File: src/rtl/enc_pkg.sv
package enc_pkg;

  // {modeSel1, modeSel2}
  typedef enum logic [1:0] {
    MODE_OFF  = 2'b00,
    MODE_HALF = 2'b01,
    MODE_FINE = 2'b10,
    MODE_COARSE = 2'b11
  } enc_mode_e;

  typedef struct packed {
    logic step;
    logic up;
  } enc_strobe_t;

endpackage

File: src/rtl/enc_input_cond.sv
module enc_input_cond #(
  parameter int SYNC_STAGES = 2,
  parameter int FILT_LEN    = 3
) (
  input  logic clk,
  input  logic rstN,
  input  logic rawIn,
  output logic cleanOut
);

  logic [SYNC_STAGES-1:0] syncQ;
  logic [FILT_LEN-1:0]    histQ;
  logic                   syncOut;

  assign syncOut = syncQ[SYNC_STAGES-1];

  always_ff @(posedge clk or negedge rstN) begin
    if (!rstN) begin
      syncQ <= '0;
    end else begin
      syncQ <= {syncQ[SYNC_STAGES-2:0], rawIn};
    end
  end

  always_ff @(posedge clk or negedge rstN) begin
    if (!rstN) begin
      histQ    <= '0;
      cleanOut <= 1'b0;
    end else begin
      histQ <= {histQ[FILT_LEN-2:0], syncOut};
      if (&histQ) begin
        cleanOut <= 1'b1;
      end else if (~|histQ) begin
        cleanOut <= 1'b0;
      end
    end
  end

endmodule

File: src/rtl/enc_decode_ctrl.sv
module enc_decode_ctrl
  import enc_pkg::*;
(
  input  logic        clk,
  input  logic        rstN,
  input  logic        phA,
  input  logic        phB,
  input  enc_mode_e   mode,
  output enc_strobe_t strobe
);

  logic prevA;
  logic prevB;
  logic chgA;
  logic chgB;
  logic oneEdge;
  logic fwd;
  logic qualify;

  assign chgA    = phA ^ prevA;
  assign chgB    = phB ^ prevB;
  assign oneEdge = chgA ^ chgB;
  // A edge: forward when the new levels differ; B edge: forward when equal
  assign fwd     = chgA ? (phA ^ phB) : ~(phA ^ phB);

  always_comb begin
    unique case (mode)
      MODE_FINE:   qualify = oneEdge;
      MODE_HALF:   qualify = oneEdge & chgA;
      MODE_COARSE: qualify = oneEdge & chgA & ~phB;
      default:     qualify = 1'b0;
    endcase
  end

  always_ff @(posedge clk or negedge rstN) begin
    if (!rstN) begin
      prevA  <= 1'b0;
      prevB  <= 1'b0;
      strobe <= '0;
    end else begin
      prevA       <= phA;
      prevB       <= phB;
      strobe.step <= qualify;
      strobe.up   <= fwd;
    end
  end

endmodule

File: src/rtl/enc_pos_datapath.sv
module enc_pos_datapath
  import enc_pkg::*;
#(
  parameter int CNT_W = 32
) (
  input  logic             clk,
  input  logic             rstN,
  input  enc_strobe_t      strobe,
  output logic             countPulse,
  output logic             upDn,
  output logic [CNT_W-1:0] count
);

  localparam logic [CNT_W-1:0] ONE = CNT_W'(1);

  logic stepDly;
  logic dirDly;

  always_ff @(posedge clk or negedge rstN) begin
    if (!rstN) begin
      stepDly    <= 1'b0;
      dirDly     <= 1'b1;
      upDn       <= 1'b1;
      countPulse <= 1'b0;
      count      <= '0;
    end else begin
      stepDly    <= strobe.step;
      dirDly     <= strobe.up;
      countPulse <= stepDly;
      if (strobe.step) begin
        upDn <= strobe.up;
      end
      if (stepDly) begin
        count <= dirDly ? count + ONE : count - ONE;
      end
    end
  end

endmodule

File: src/rtl/enc_pos_counter.sv
module enc_pos_counter
  import enc_pkg::*;
#(
  parameter int CNT_W       = 32,
  parameter int SYNC_STAGES = 2,
  parameter int FILT_LEN    = 3
) (
  input  logic             clk,
  input  logic             rstN,
  input  logic             chanA,
  input  logic             chanB,
  input  logic             modeSel1,
  input  logic             modeSel2,
  output logic             countPulse,
  output logic             upDn,
  output logic [CNT_W-1:0] count
);

  localparam int NUM_CH = 2;

  logic [NUM_CH-1:0] rawCh;
  logic [NUM_CH-1:0] cleanCh;
  enc_strobe_t       strobe;
  enc_mode_e         mode;

  assign rawCh = {chanB, chanA};
  assign mode  = enc_mode_e'({modeSel1, modeSel2});

  for (genvar ch = 0; ch < NUM_CH; ch++) begin : g_cond
    enc_input_cond #(
      .SYNC_STAGES(SYNC_STAGES),
      .FILT_LEN   (FILT_LEN)
    ) u_cond (
      .clk     (clk),
      .rstN    (rstN),
      .rawIn   (rawCh[ch]),
      .cleanOut(cleanCh[ch])
    );
  end

  enc_decode_ctrl u_ctrl (
    .clk   (clk),
    .rstN  (rstN),
    .phA   (cleanCh[0]),
    .phB   (cleanCh[1]),
    .mode  (mode),
    .strobe(strobe)
  );

  enc_pos_datapath #(.CNT_W(CNT_W)) u_dp (
    .clk       (clk),
    .rstN      (rstN),
    .strobe    (strobe),
    .countPulse(countPulse),
    .upDn      (upDn),
    .count     (count)
  );

endmodule

File: config.mk
export PLATFORM = sky130hd
export DESIGN_NAME = enc_pos_counter
export DESIGN_NICKNAME = d
export VERILOG_FILES = /design/src/rtl/enc_pkg.sv /design/src/rtl/enc_input_cond.sv /design/src/rtl/enc_decode_ctrl.sv /design/src/rtl/enc_pos_datapath.sv /design/src/rtl/enc_pos_counter.sv
export SDC_FILE = /design/constraint.sdc
export NUM_CORES = 1
export LEC_CHECK = 0
export BUFFER_PORTS_ARGS = -buffer_cell sky130_fd_sc_hd__buf_2
export CAP_MARGIN = 20
export CORE_MARGIN = 2
export CORE_UTILIZATION = 50
export CTS_CLUSTER_SIZE = 8
export DETAILED_ROUTE_END_ITERATION = 8
export MAX_ROUTING_LAYER = met4
export PLACE_DENSITY_LB_ADDON = 0.05
export SLEW_MARGIN = 20
export SYNTH_ARGS = -nofsm -noshare
export SYNTH_HDL_FRONTEND = slang
export SYNTH_SLANG_ARGS = --single-unit
File: constraint.sdc
create_clock -name clk -period 3.9 [get_ports clk]
set_clock_uncertainty 0.1 [all_clocks]
set_input_delay 0.585 -clock clk [delete_from_list [all_inputs] [get_ports clk]]
set_output_delay 0.585 -clock clk [all_outputs]
set_load 0.05 [all_outputs]
==> results.json, run 1 <==
{
  "run_status": "finished clean",
  "wl_met2_um": 3850,
  "place_ws_ps": 289,
  "yosysWarnings": 0,
  "routed.top_layer": "met4",
  "met3_length_um": 365,
  "detail_route.wl_per_cell_um": 15.9,
  "grt_overflow": 0,
  "cpMostUsedCell": "and3_1",
  "vias": 3196,
  "syn_inst": 405,
  "holdWs_ps": 132,
  "drive_above_1_share_pct": 18.3,
  "routabilityCongestion": 0.908,
  "grt_setup_unrepaired": "no",
  "n_antenna_cell": 0,
  "htreeDepth": 2,
  "worstPathArrival_ps": 3580,
  "crit_type": "register to register",
  "cpPeakStageDelay_ps": 580,
  "worstPathCellList": "inv_1, buf_8, ha_1, and3_1, and3_1, o2111ai_1, a211oi_1, nor2_1, or4_1, nand4_1",
  "ios": 40,
  "grt_pass1_vias": 3038,
  "ys_ff_latch": 52,
  "cts_hold_buf": 0,
  "async_flop_share_pct": 100,
  "layout_min_cycle_time_ps": 3430,
  "numClockSinks": 52,
  "grtUsageTotal_pct": 22.5,
  "period_share_pct": 88.0,
  "nets": 475,
  "synth_nets": 443,
  "synth_top_area_share_pct": 33.6,
  "synth_area_per_cell_um2": 9.20,
  "clk_latency_ps": 310,
  "required_ps": 4050,
  "cp_max_fo": 15,
  "hold_path.class": "primary input to async pin",
  "fin_util_pct": 56.7,
  "die-width_um": 90.3,
  "yosys-top-cells-area": "dfrtp_1, ha_1, mux2_2",
  "wl_um": 8550,
  "antenna_found_initial": 0,
  "worst_slew_pin_slew_ps": 718,
  "r2r_setup_slack_ps": 470,
  "die_height_um": 90.3,
  "netlist_area_mm2": 0.00372,
  "r2r_cells": 10,
  "grt_pass1_wl_um": 14700,
  "fin_ws_ps": 470,
  "vias_per_cell": 5.95,
  "cts_tree": "yes",
  "start_kind": "register",
  "ys_seq_area_share_pct": 35.0,
  "crit_path_end_kind": "register",
  "maxCapViolCount": 0,
  "synthFlopType": "dfrtp_1",
  "portBuffers": 39,
  "max_freq_mhz": 292,
  "cts_max_path_buffers": 2,
  "area_growth_pct": 9.74,
  "synth_area_leader_cell": "dfrtp_1",
  "dieArea_mm2": 0.00816,
  "clk_pin_slew_ps": 120,
  "dr.first_iter.drc_count": 151,
  "remaining_drc_errors": 0,
  "start_util_pct": 51.6,
  "antenna_left": 0,
  "setup-tns-final_ps": 0,
  "cts_buffers": 5,
  "finalMaxSlewViolations": 0,
  "postCtsSetupBuffers": 0,
  "dp_hpwl_um": 6390,
  "r2r-end": "u_dp.count[27]",
  "synth_edf_count": 0,
  "fp-row-count": 31,
  "synth.distinct_cells": 57,
  "grt_max_degree": 37,
  "hold_viol_final": 0,
  "max_slew_margin_pct": 52.1,
  "drt-met1-wl_um": 4230,
  "cts_resized": 0,
  "drt_first_pass_iters": 4,
  "setup_violations": 0,
  "root_buffer": "clkbuf_8",
  "crit_path_top_delay_cell": "dfstp_2",
  "timing.rr.start": "u_dp.dirDly",
  "fp.coreArea_mm2": 0.00721
}
==> placed cells by master (no fill, tap or decap), types with 5 or more instances in the layout <==
cell	count
a31oi_1	5
a21o_1	20
nand4_1	14
o21ai_0	25
nand2_1	35
clkbuf_8	5
buf_4	5
ha_1	31
dfrtp_1	50
nor2_1	20
xor2_1	8
nor3_1	7
nand3_1	11
inv_1	13
o31ai_1	6
o21a_1	10
a21oi_1	34
buf_2	39
mux2_2	16
o21bai_1	6
xnor2_1	14
==> per-stage QoR <==
stage	cell area [µm²]	std cells
floorplan	3720	405
global placement	3980	528
detailed placement	3980	528
finish	4090	537
CTS	4070	536
global route	4090	537
==> worst max-delay path: cells and delay by family (launching register included) <==
kind,cells,cell delay [ps]
simple gates,5,1150
flops,1,580
buf+inv,2,540
compound gates,2,570
fa+ha+maj,1,420
==> cell families after synthesis <==
logic type	synth area share, %
multiplexers	5.37
XOR/XNOR	5.17
adder cells (fa/ha/maj)	11.0
AO/OA/AOI/OAI	24.7
AND/OR/NAND/NOR	14.7
flip-flops	35.0
buffers and inverters	4.17
==> how the worst max path moves through the flow <==
stage	startpoint	endpoint	slack (ps)
5_1_grt	u_dp.dirDly	u_dp.count[27]	220
6_report	u_dp.dirDly	u_dp.count[27]	470
3_5_place_dp	u_dp.dirDly	u_dp.count[30]	290
2_1_floorplan	u_dp.dirDly	u_dp.count[30]	790
4_1_cts	u_dp.dirDly	u_dp.count[30]	250
3_3_place_gp	u_dp.dirDly	u_dp.count[27]	400
==> synth_stat cells (all sizes together) (6+ instances only) <==
| master | n |
|---|---|
| o21ai | 26 |
| xnor2 | 14 |
| xor2 | 8 |
| nand2 | 35 |
| o21bai | 6 |
| dfrtp | 50 |
| inv | 13 |
| ha | 31 |
| nor2 | 20 |
| o31ai | 7 |
| nand3 | 11 |
| nand4 | 14 |
| mux2 | 16 |
| o21a | 10 |
| clkbuf | 11 |
| nor3 | 7 |
| a21oi | 35 |
| buf | 9 |
| a21o | 21 |
==> state kept, by name (all words and copies together) (netlist names), 2 cells and up <==
name / cells
u_dp.count: 32
g_cond.u_cond.histQ: 6
u_ctrl.strobe: 2
g_cond.u_cond.syncQ: 4
g_cond.u_cond.cleanOut: 2
==> layout make-up <==
type | instances | area, µm²
fillers | 701 | 3130
multi-input cells | 320 | 2270
flip-flops and latches | 52 | 1300
repair buffers | 45 | 248
well taps | 99 | 124
clock buffers | 5 | 68.8
inverters | 13 | 48.8
clock inverters | 3 | 28.8
==> routing by layer <==
metal	GRT usage (%)	vias to the layer above
li1	-	1574
met1	32.3	1518
met2	33.7	94
met3	3.59	10
met4	5.13	0
met5	-	-
Power of run 1 is left out: the tool's default activity adds up to more than one toggle a clock period on the data nets, which glitch-free logic cannot reach.
==> run 2, diff against run 1 <==
RECOVER_POWER = 50   (was default)
==> results.json, run 2 (synthesis results as in run 1) <==
{
  "portBuffers": 39,
  "clk_latency_ps": 310,
  "setup-tns-final_ps": 0,
  "grt_pass1_vias": 3038,
  "die_height_um": 90.3,
  "cts_tree": "yes",
  "start_kind": "register",
  "max_slew_margin_pct": -20.5,
  "crit_path_end_kind": "register",
  "holdWs_ps": 260,
  "run_status": "complete, but fails checks",
  "postCtsSetupBuffers": 0,
  "r2r_setup_slack_ps": 470,
  "r2r-end": "u_dp.count[27]",
  "layout_min_cycle_time_ps": 3430,
  "area_growth_pct": 9.51,
  "hold_viol_final": 0,
  "dp.cells": 528,
  "grtUsageTotal_pct": 22.5,
  "cts_max_path_buffers": 2,
  "drive_above_1_share_pct": 17.6,
  "start_util_pct": 51.6,
  "cts_hold_buf": 0,
  "dr.first_iter.drc_count": 151,
  "dieArea_mm2": 0.00816,
  "crit_type": "register to register",
  "ios": 40,
  "cts_resized": 0,
  "max_freq_mhz": 291,
  "antenna_left": 0,
  "grt_pass1_wl_um": 14700,
  "regMostFlops": "u_dp.count",
  "whs_endpoint": "g_cond[0].u_cond.histQ[0]",
  "numClockSinks": 52,
  "finalNonFillerCells": 537,
  "layout_commonest_cell": "dfrtp_1",
  "htreeDepth": 2,
  "cp_max_fo": 15,
  "hold_path.class": "register to register",
  "drt_first_pass_iters": 5,
  "final_cell_mix": "dfrtp_1, buf_2, nand2_1, a21oi_1, ha_1",
  "fp-row-count": 31,
  "die-width_um": 90.3,
  "nets": 475,
  "antenna_found_initial": 0,
  "fill_cells": 703,
  "root_buffer": "clkbuf_8",
  "remaining_drc_errors": 0,
  "routabilityCongestion": 0.908,
  "n_antenna_cell": 0,
  "hold_depth": 0,
  "dp_hpwl_um": 6390,
  "timing.rr.start": "u_dp.dirDly",
  "detail_route.wl_per_cell_um": 15.9,
  "vias_per_cell": 5.94,
  "violations": "capacitance limit, slew limit",
  "fp.coreArea_mm2": 0.00721,
  "grt_overflow": 0,
  "maxCapViolCount": 2,
  "r2r_cells": 10,
  "setup_violations": 0,
  "worst_slew_pin_slew_ps": 1810,
  "finalMaxSlewViolations": 69,
  "clk_pin_slew_ps": 120,
  "grt_setup_unrepaired": "no",
  "wl_um": 8550,
  "required_ps": 4050,
  "grt_max_degree": 37,
  "period_share_pct": 88.1,
  "worstPathArrival_ps": 3580,
  "hp-start": "g_cond[0].u_cond.syncQ[1]",
  "vias": 3189,
  "largest_registers": "u_dp.count (32), g_cond.u_cond.histQ (6), g_cond.u_cond.syncQ (4)",
  "largest_reg_flops": 32,
  "multi_input_area_mm2": 0.00227,
  "cts_buffers": 5,
  "seqCellArea_mm2": 0.00130
}
-- run 2: cell types whose count changed in the layout (fill, tap and decap cells not counted) --
cell,before,now
buf_2,39,38
buf_4,5,3
clkbuf_1,0,3
-- run 2: worst max-delay path by stage --
stage / startpoint / end / slack [ps] / depth (start not counted)
after floorplan: u_dp.dirDly / u_dp.count[30] / 790 / 9
after global placement: u_dp.dirDly / u_dp.count[27] / 400 / 9
after detailed placement: u_dp.dirDly / u_dp.count[30] / 290 / 9
after CTS: u_dp.dirDly / u_dp.count[30] / 250 / 9
after global routing: u_dp.dirDly / u_dp.count[27] / 210 / 10
final: u_dp.dirDly / u_dp.count[27] / 470 / 10
-- run 2: through the flow --
stage | utilization, % | instance area, µm² | setup WS [ps]
2_1_floorplan | - | 3720 | 785
3_3_place_gp | 55.1 | 3980 | 404
3_5_place_dp | 55.1 | 3980 | 289
4_1_cts | 56.5 | 4070 | 253
5_1_grt | 56.5 | 4080 | 208
6_report | 56.5 | 4080 | 465
-- run 2: layout make-up --
| class | count | share of cell area (%) |
|---|---|---|
| inverters | 13 | 1.20 |
| multi-input cells | 320 | 55.6 |
| clock buffers | 5 | 1.69 |
| clock inverters | 3 | 0.706 |
| repair buffers | 45 | 5.86 |
| flip-flops and latches | 52 | 32.0 |
| well taps | 99 | 3.04 |
-- run 2: metal layers --
layer	vias to the layer above	wire length (µm)	GRT usage, %
li1	1574	-	-
met4	0	104	5.13
met2	92	3840	33.7
met5	-	0	-
met3	10	397	3.59
met1	1513	4210	32.3
-- run 2: critical path, stage by stage (launching register included) --
cell and delay (ps):
dfstp_2 580, inv_1 270, buf_8 270, ha_1 420, and3_1 240, and3_1 170, o2111ai_1 160, a211oi_1 410
nor2_1 160, or4_1 480, nand4_1 100
Power of run 2 is left out for the same reason.
==> run 3, diff against run 2 <==
CORE_MARGIN = default   (was 2)
SKIP_CTS_REPAIR_TIMING = 1   (was default)
clock period = 3 ns   (was 3.9 ns; I/O delays follow)
==> results.json, run 3 (synthesis results as in run 1) <==
{
  "run_status": "finished clean",
  "place_ws_ps": -66.4,
  "largest_reg_flops": 32,
  "grt_pass1_vias": 3161,
  "portBuffers": 39,
  "grtUsageTotal_pct": 25.4,
  "detail_route.wl_per_cell_um": 16.2,
  "seqCellArea_mm2": 0.00130,
  "use_met1_pct": 33.3,
  "hold_path.class": "primary input to register",
  "remaining_drc_errors": 0,
  "start_util_pct": 51.6,
  "area_growth_pct": 17.5,
  "drive_above_1_share_pct": 25.6,
  "vias": 3253,
  "antenna_found_initial": 0,
  "dieArea_mm2": 0.00780,
  "clk_pin_slew_ps": 110,
  "multi_input_area_mm2": 0.00235,
  "root_buffer": "clkbuf_8",
  "crit_type": "register to register",
  "period_share_pct": 94.9,
  "layout_commonest_cell": "dfrtp_1",
  "regMostFlops": "u_dp.count",
  "layout_min_cycle_time_ps": 2850,
  "fin_ws_ps": 154,
  "grt_pass1_wl_um": 15000,
  "vias_per_cell": 5.77,
  "fill_cells": 655,
  "drt_first_pass_iters": 4,
  "clk_latency_ps": 320,
  "die-width_um": 88.3,
  "grt_max_degree": 37,
  "n_antenna_cell": 0,
  "largest_registers": "u_dp.count (32), g_cond.u_cond.histQ (6), g_cond.u_cond.syncQ (4)",
  "max_freq_mhz": 351,
  "finalNonFillerCells": 564,
  "htreeDepth": 2,
  "crit_path_end_kind": "register",
  "finalMaxSlewViolations": 0,
  "grt_overflow": 0,
  "setup_violations": 0,
  "fin_util_pct": 60.7,
  "fp.coreArea_mm2": 0.00721,
  "max_slew_margin_pct": 5.61,
  "dr.first_iter.drc_count": 121,
  "antenna_left": 0,
  "cts_tree": "yes",
  "ios": 40,
  "required_ps": 3150,
  "numClockSinks": 52,
  "cts_max_path_buffers": 2,
  "hold_viol_final": 0,
  "die_height_um": 88.3,
  "worst_slew_pin_slew_ps": 1420,
  "gr-usage-met3_pct": 2.89,
  "top_usage_layer": "met2",
  "dp.cells": 555,
  "maxCapViolCount": 0,
  "routabilityCongestion": 0.895,
  "grt.met2_usage_pct": 41.5,
  "wl_um": 9110,
  "final_cell_mix": "dfrtp_1, buf_2, nand2_1, buf_4",
  "dp_hpwl_um": 6840,
  "start_kind": "register",
  "cp_max_fo": 10,
  "nets": 502,
  "cts_buffers": 5,
  "worstPathArrival_ps": 3000,
  "fp-row-count": 31,
  "grt_setup_unrepaired": "no"
}
[run 3: changes by cell type in the layout (fill, tap and decap cells not counted), sizes merged]
| cell | delta |
|---|---|
| buf | +28 |
| clkbuf | -1 |
[run 3: worst paths after layout]
path	from	endpoint	slack, ps	cells past startpoint
worst max register to register	u_dp.dirDly	u_dp.count[31]	150	10
worst min-delay path	chanA	g_cond[0].u_cond.syncQ[0]	130	1
worst min register to register	g_cond[0].u_cond.syncQ[1]	g_cond[0].u_cond.histQ[0]	270	0
max in group asynchronous	rstN	u_dp.count[13]	1110	2
worst max-delay path	u_dp.dirDly	u_dp.count[31]	150	10
min in group asynchronous	rstN	u_dp.count[30]	330	1
[run 3: layout make-up]
cell class	count	area share, %
clock inverters	3	0.658
multi-input cells	320	53.7
clock buffers	5	1.57
flip-flops and latches	52	29.8
repair buffers	72	10.3
inverters	13	1.11
well taps	99	2.83
[run 3: worst max-delay path, stage by stage, from the launching register on]
cell and delay (ps):
dfstp_2 550, inv_2 60, buf_4 180, ha_1 300, a211oi_2 170, nor2_1 70
or4_1 450, a221oi_4 310, mux2i_1 130, a311oi_2 290, xnor2_1 160
[run 3: per-stage QoR]
step | TNS, ps | hold slack, ps | area (µm²)
after global placement | 0 | 233 | 4190
after detailed placement | -122 | 244 | 4190
final | 0 | 133 | 4380
after global routing | 0 | 110 | 4380
after CTS | -256 | 38.7 | 4290
after floorplan | -231 | 54.4 | 3720
[run 3: routing by layer]
layer | vias up | part of all wire, %
met5 | - | 0
met1 | 1556 | 48
met4 | 0 | 1.2
li1 | 1621 | -
met3 | 7 | 3.5
met2 | 69 | 47
Power of run 3 is left out for the same reason.
